<file path="src/rtl/cc_dma_pkg.sv">
// Shared types for the carry-cycle DMA router.
// Assumes one clock domain, in which every sequencing decision is made.
package cc_dma_pkg;
    // Sequencing phases of the router
    typedef enum logic [2:0] {
        PH_CH0   = 3'd0,  // requests routed to channel 0
        PH_CREQ  = 3'd1,  // DONE seen, channel 1 request pending
        PH_CARRY = 3'd2,  // carry byte acknowledge in progress
        PH_LAST  = 3'd3,  // state flop set: final transfer on channel 1
        PH_MASK  = 3'd4   // sequence finished, requests masked
    } phase_t;
endpackage

</file>
<file path="src/rtl/cc_sync.sv">
// Multi-stage synchronizer bank for W asynchronous inputs.
// Assumes every bit changes slowly enough to be sampled on a level basis.
// The reset value is set per bit so that idle strobes come out of reset inactive.
module cc_sync #(
    parameter int unsigned W      = 4,
    parameter int unsigned STAGES = 2,
    parameter logic [W-1:0] RST_VAL = '0
) (
    input  logic         clk,
    input  logic         rst_n,
    input  logic [W-1:0] din,
    output logic [W-1:0] dout
);
    logic [W-1:0] stage_q [STAGES];

    genvar g;
    generate
        for (g = 0; g < STAGES; g++) begin : g_stage
            if (g == 0) begin : g_first
                // First stage: capture the raw inputs
                always_ff @(posedge clk) begin
                    if (!rst_n) stage_q[g] <= RST_VAL;
                    else        stage_q[g] <= din;
                end
            end else begin : g_next
                // Further stages: settle metastability
                always_ff @(posedge clk) begin
                    if (!rst_n) stage_q[g] <= RST_VAL;
                    else        stage_q[g] <= stage_q[g-1];
                end
            end
        end
    endgenerate

    assign dout = stage_q[STAGES-1];
endmodule

</file>
<file path="src/rtl/cc_edge.sv">
// Detects the release (active-high to inactive) of a synchronized strobe.
// Assumes the input is already synchronous to clk. The output is a
// single-cycle pulse in the cycle where the release is first seen.
module cc_edge (
    input  logic clk,
    input  logic rst_n,
    input  logic lvl,
    output logic fall
);
    logic prev_q;

    // Remember the last sampled level
    always_ff @(posedge clk) begin
        if (!rst_n) prev_q <= 1'b0;
        else        prev_q <= lvl;
    end

    assign fall = prev_q & ~lvl;
endmodule

</file>
<file path="src/rtl/cc_seq.sv">
// Phase sequencer for the carry-cycle chain.
// Assumes active-high synchronized inputs. ack1_end marks the release of
// the channel 1 acknowledge. The carry enable is only read in PH_CH0.
module cc_seq
    import cc_dma_pkg::*;
(
    input  logic   clk,
    input  logic   rst_n,
    input  logic   carry_en,
    input  logic   done,
    input  logic   ack0,
    input  logic   ack1,
    input  logic   ack1_end,
    output phase_t phase
);
    phase_t phase_d;

    // Next-phase decision
    always_comb begin
        phase_d = phase;
        unique case (phase)
            PH_CH0:   if (carry_en && done && ack0) phase_d = PH_CREQ;
            PH_CREQ:  if (ack1)                     phase_d = PH_CARRY;
            PH_CARRY: if (ack1_end)                 phase_d = PH_LAST;
            PH_LAST:  if (ack1_end)                 phase_d = PH_MASK;
            PH_MASK:                                phase_d = PH_MASK;
            default:                                phase_d = PH_CH0;
        endcase
    end

    // Phase register
    always_ff @(posedge clk) begin
        if (!rst_n) phase <= PH_CH0;
        else        phase <= phase_d;
    end
endmodule

</file>
<file path="src/rtl/cc_route.sv">
// Output routing and carry-byte overrides, all active high.
// Assumes synchronized inputs and the current phase. The carry byte is
// active from the first channel 1 acknowledge until its release.
module cc_route
    import cc_dma_pkg::*;
#(
    parameter int unsigned   RS_W     = 3,
    parameter logic [RS_W-1:0] AUX_ADDR = '0
) (
    input  phase_t          phase,
    input  logic            req,
    input  logic            ack0,
    input  logic            ack1,
    input  logic            wr,
    output logic            ch0_req,
    output logic            ch1_req,
    output logic            pack,
    output logic            wr_out,
    output logic [RS_W-1:0] rs,
    output logic            rs_ovr,
    output logic            cs,
    output logic            all_done
);
    logic carry_byte;

    // Carry-byte indication covers the entire first channel 1 acknowledge
    always_comb begin
        carry_byte = (phase == PH_CARRY) || ((phase == PH_CREQ) && ack1);
    end

    // Request steering per phase
    always_comb begin
        ch0_req = 1'b0;
        ch1_req = 1'b0;
        unique case (phase)
            PH_CH0:   ch0_req = req;
            PH_CREQ:  begin ch0_req = req; ch1_req = ~ack1; end
            PH_CARRY: ch0_req = req;
            PH_LAST:  ch1_req = req;
            default:  ;
        endcase
    end

    // Acknowledge and carry-byte overrides
    always_comb begin
        pack     = (ack0 | ack1) & ~carry_byte;
        wr_out   = wr | carry_byte;
        rs       = carry_byte ? AUX_ADDR : '0;
        rs_ovr   = carry_byte;
        cs       = carry_byte;
        all_done = (phase == PH_MASK);
    end
endmodule

</file>
<file path="src/rtl/cc_dma_router.sv">
// Carry-cycle DMA request router (top).
// Synchronizes the asynchronous strobes, sequences the carry-cycle chain
// and drives active-low strobes at the ports. Assumes carry_en_i is static
// configuration that is already synchronous to clk.
module cc_dma_router
    import cc_dma_pkg::*;
#(
    parameter int unsigned     SYNC_STAGES = 2,
    parameter int unsigned     RS_W        = 3,
    parameter logic [RS_W-1:0] AUX_ADDR    = 3'd5
) (
    input  logic            clk,
    input  logic            rst_n,
    input  logic            carry_en_i,
    input  logic            dreq_i,
    input  logic            done_n_i,
    input  logic            ack0_n_i,
    input  logic            ack1_n_i,
    input  logic            wr_n_i,
    output logic            ch0_req_n_o,
    output logic            ch1_req_n_o,
    output logic            pack_n_o,
    output logic            wr_n_o,
    output logic [RS_W-1:0] rs_o,
    output logic            rs_ovr_o,
    output logic            cs_n_o,
    output logic            all_done_o
);
    localparam int unsigned NSYNC = 5;

    logic [NSYNC-1:0] raw, syn;
    logic   req_s, done_s, ack0_s, ack1_s, wr_s, ack1_end;
    phase_t phase;
    logic   ch0_req, ch1_req, pack, wr_out, cs;

    // Invert the active-low strobes to active high before synchronizing
    assign raw = {~wr_n_i, ~ack1_n_i, ~ack0_n_i, ~done_n_i, dreq_i};
    assign {wr_s, ack1_s, ack0_s, done_s, req_s} = syn;

    cc_sync #(.W(NSYNC), .STAGES(SYNC_STAGES), .RST_VAL('0)) sync_i (
        .clk(clk), .rst_n(rst_n), .din(raw), .dout(syn)
    );

    cc_edge ack1_edge_i (
        .clk(clk), .rst_n(rst_n), .lvl(ack1_s), .fall(ack1_end)
    );

    cc_seq seq_i (
        .clk(clk), .rst_n(rst_n), .carry_en(carry_en_i), .done(done_s),
        .ack0(ack0_s), .ack1(ack1_s), .ack1_end(ack1_end), .phase(phase)
    );

    cc_route #(.RS_W(RS_W), .AUX_ADDR(AUX_ADDR)) route_i (
        .phase(phase), .req(req_s), .ack0(ack0_s), .ack1(ack1_s), .wr(wr_s),
        .ch0_req(ch0_req), .ch1_req(ch1_req), .pack(pack), .wr_out(wr_out),
        .rs(rs_o), .rs_ovr(rs_ovr_o), .cs(cs), .all_done(all_done_o)
    );

    // Port polarity
    assign ch0_req_n_o = ~ch0_req;
    assign ch1_req_n_o = ~ch1_req;
    assign pack_n_o    = ~pack;
    assign wr_n_o      = ~wr_out;
    assign cs_n_o      = ~cs;
endmodule

</file>
<file path="config.mk">
export PLATFORM = sky130hd
export DESIGN_NAME = cc_dma_router
export DESIGN_NICKNAME = d
export VERILOG_FILES = /design/src/rtl/cc_dma_pkg.sv /design/src/rtl/cc_sync.sv /design/src/rtl/cc_edge.sv /design/src/rtl/cc_seq.sv /design/src/rtl/cc_route.sv /design/src/rtl/cc_dma_router.sv
export SDC_FILE = /design/constraint.sdc
export NUM_CORES = 1
export LEC_CHECK = 0
export ABC_AREA = 0
export BUFFER_PORTS_ARGS = -buffer_cell sky130_fd_sc_hd__buf_4
export CAP_MARGIN = 40
export CORE_AREA = 2 2 39 41
export CTS_BUF_LIST = sky130_fd_sc_hd__clkbuf_8
export DETAILED_ROUTE_END_ITERATION = 12
export DIE_AREA = 0 0 41 43
export PLACE_DENSITY = 0.76
export SETUP_SLACK_MARGIN = 0.05
export SLEW_MARGIN = 10
export SYNTH_ARGS = -nofsm -noshare
export SYNTH_HDL_FRONTEND = slang
export SYNTH_SLANG_ARGS = --single-unit
</file>
<file path="constraint.sdc">
create_clock -name clk -period 1.21 [get_ports clk]
set_clock_uncertainty 0.1 [all_clocks]
set_input_delay 0.242 -clock clk [delete_from_list [all_inputs] [get_ports clk]]
set_output_delay 0.242 -clock clk [all_outputs]
set_load 0.005 [all_outputs]
</file>
==> metrics <==
Area Growth Syn to Fin 47.3%; grt ovf 0; Top FF cell, synth dfxtp_1; Worst-path clk slew roughly 0.050 ns; clock tree buffer depth 2; VDD IR max 0.667 mV; Hold Crit Class in -> reg; YS warnings 0; via count between 400 and 500; #FFs+latches synth 14; cell taking the most area after synthesis dfxtp_1; commonest cells in the netlist dfxtp_1, and2_1, nor2b_1, buf_4, nand3b_1; Worst setup SP type flop; initial antenna violation count 0; Post-Syn Nets 62; failing checks setup timing; unrepaired setup endpoints after global routing yes; most frequent cell after synthesis dfxtp_1; CP endpoint kind output pin; setup slack after layout -0.353 ns; first-pass GRT wire length about 1500 µm; Core Util, Final about 57%; Horiz. Die Dim 41 µm; Inserted Diodes 0; I/O pin cnt 18; DIE HEIGHT 43 µm; PortBufs 16; top cell type's share of synthesized area 52.7%; number of synthesized flops with an enable pin 0; syn_area_per_cell about 9.8 µm²; Cell Pwr Density between 1000 and 1500 mW/mm²; final WL slightly below 900 µm; status finished, violations left; leakage 0.340 nW; Final min period 1.56 ns; initial core utilization 38.4%; Max Cap Viol 0; Post-DRT Antenna Nets 0; post-synthesis sequential area ratio roughly 53%; gr usage total between 10% and 20%; WP data required roughly 0.87 ns; Net count, final 88; final hold violation count 0; die area approximately 0.0018 mm²; Core Area between 0.001 and 0.0015 mm²; Mapped Cells between 50 and 60; DRC Markers 0; CTS tree done; max-slew violation count 0; post-synthesis cell area 532 µm²; post-DP HPWL ~660 µm; top cells by area, synth dfxtp_1, and2_1, nor2b_1; distinct cell type count after synthesis 24; largest net degree at the start of global routing 14; clk_lat worst skew between 0.2 and 0.25 ns; number of buffers created by CTS 3; Post-synth ARST share 0%; crit-path max FO 6; CTS root buffer clkbuf_8; WL/cell 9.24 µm; starting DRC count in detailed routing 1; CTS H-Tree Depth 1; Max Clk Rate ~0.64 GHz; row cnt 14; Worst Path Arrival about 1.2 ns; Setup Crit Path Kind reg -> out; Sink Count 14; Routability Congestion about 0.65; Final Cycle Share 129%; worst slack, placed -0.187 ns; drt via density between 4 and 5; first-pass detailed-route iteration total 2; final setup fails 9; share of cells above drive strength 1 between 40 and 50%; via count of the first global-routing pass between 300 and 400
[path summary, 6_finish.rpt]
kind,from,to,slack [ns],cells after the start
setup / recovery,seq_i.phase[1]$_SDFFE_PN0P_,rs_o[0],-0.35,4
hold / removal,done_n_i,sync_i.stage_q[0][1]$_SDFF_PN0_,0.05,2
setup reg to reg,seq_i.phase[1]$_SDFFE_PN0P_,seq_i.phase[0]$_SDFFE_PN0P_,0.08,4
hold reg to reg,sync_i.stage_q[0][2]$_SDFF_PN0_,sync_i.stage_q[1][2]$_SDFF_PN0_,0.33,1
[worst max-delay path, cell delays in order (launching register included)]
cell,delay (ns)
dfxtp_2,0.34
nand3b_1,0.20
a21oi_2,0.20
buf_4,0.14
buf_4,0.10
[registers in the layout (all words and copies together), names as in the netlist]
signal and flops:
seq_i.phase 3, ack1_edge_i.prev_q 1, sync_i.stage_q 10
[per-stage QoR]
stage	hold slack (ns)	instance area (µm²)	TNS [ns]	std cells	power, mW
2_1_floorplan	0.214	533	-0.391	54	0.516
3_3_place_gp	0.297	688	-0.506	88	0.546
3_5_place_dp	0.299	688	-0.901	88	0.547
4_1_cts	0.0367	776	-2.81	94	0.996
5_1_grt	0.0401	783	-3.27	95	1.03
6_report	0.0472	783	-2.65	95	0.973
[cell families (layout without fill, tap and decap cells)]
group,Yosys count,after routing,synth area share (%)
buffers and inverters,7,32,8.47
AO/OA/AOI/OAI,6,6,8.47
other,1,1,0.705
AND/OR/NAND/NOR,26,26,29.6
flip-flops,14,14,52.7
[metal layers]
metal  track usage [%]  wire [µm]
met1              15.0        370
met2              19.1        448
met3              1.57         48
met4              14.0         11
met5                 0          0
[what timing repair did]
| action | 4_1_cts | 5_1_grt |
|---|---|---|
| setup endpoints to repair | 9 | 10 |
| resized for setup | 5 | 0 |
| setup buffers | 2 | 1 |
| pin swaps | 1 | 2 |
| hold buffers | 0 | 0 |
[placed cells by master, fill, tap and decap left out, drive strengths merged]
master / instances
nand2b: 1
nor2: 2
o2111a: 1
inv: 2
nor3: 1
nor3b: 1
nor2b: 6
a22oi: 1
nand3b: 3
nand3: 1
buf: 26
o21a: 1
nand2: 2
and2: 7
a21oi: 2
dfxtp: 14
o21ai: 1
conb: 1
or3: 1
nand4b: 1
clkbuf: 4
[layout make-up]
class / instances / area [µm²]
clock buffers: 4 / 55.1
fillers: 132 / 601
inverters: 2 / 7.51
multi-input cells: 33 / 218
flip-flops and latches: 14 / 284
well taps: 16 / 20.0
repair buffers: 26 / 199
[where the power goes]
part           switching (mW)  total, mW  internal (mW)
Clock                   0.148      0.435          0.287
Sequential            0.00559      0.484          0.478
Combinational          0.0179     0.0535         0.0356
Total                   0.171      0.973          0.801
Note: power is estimated with default switching activity, not from simulation.
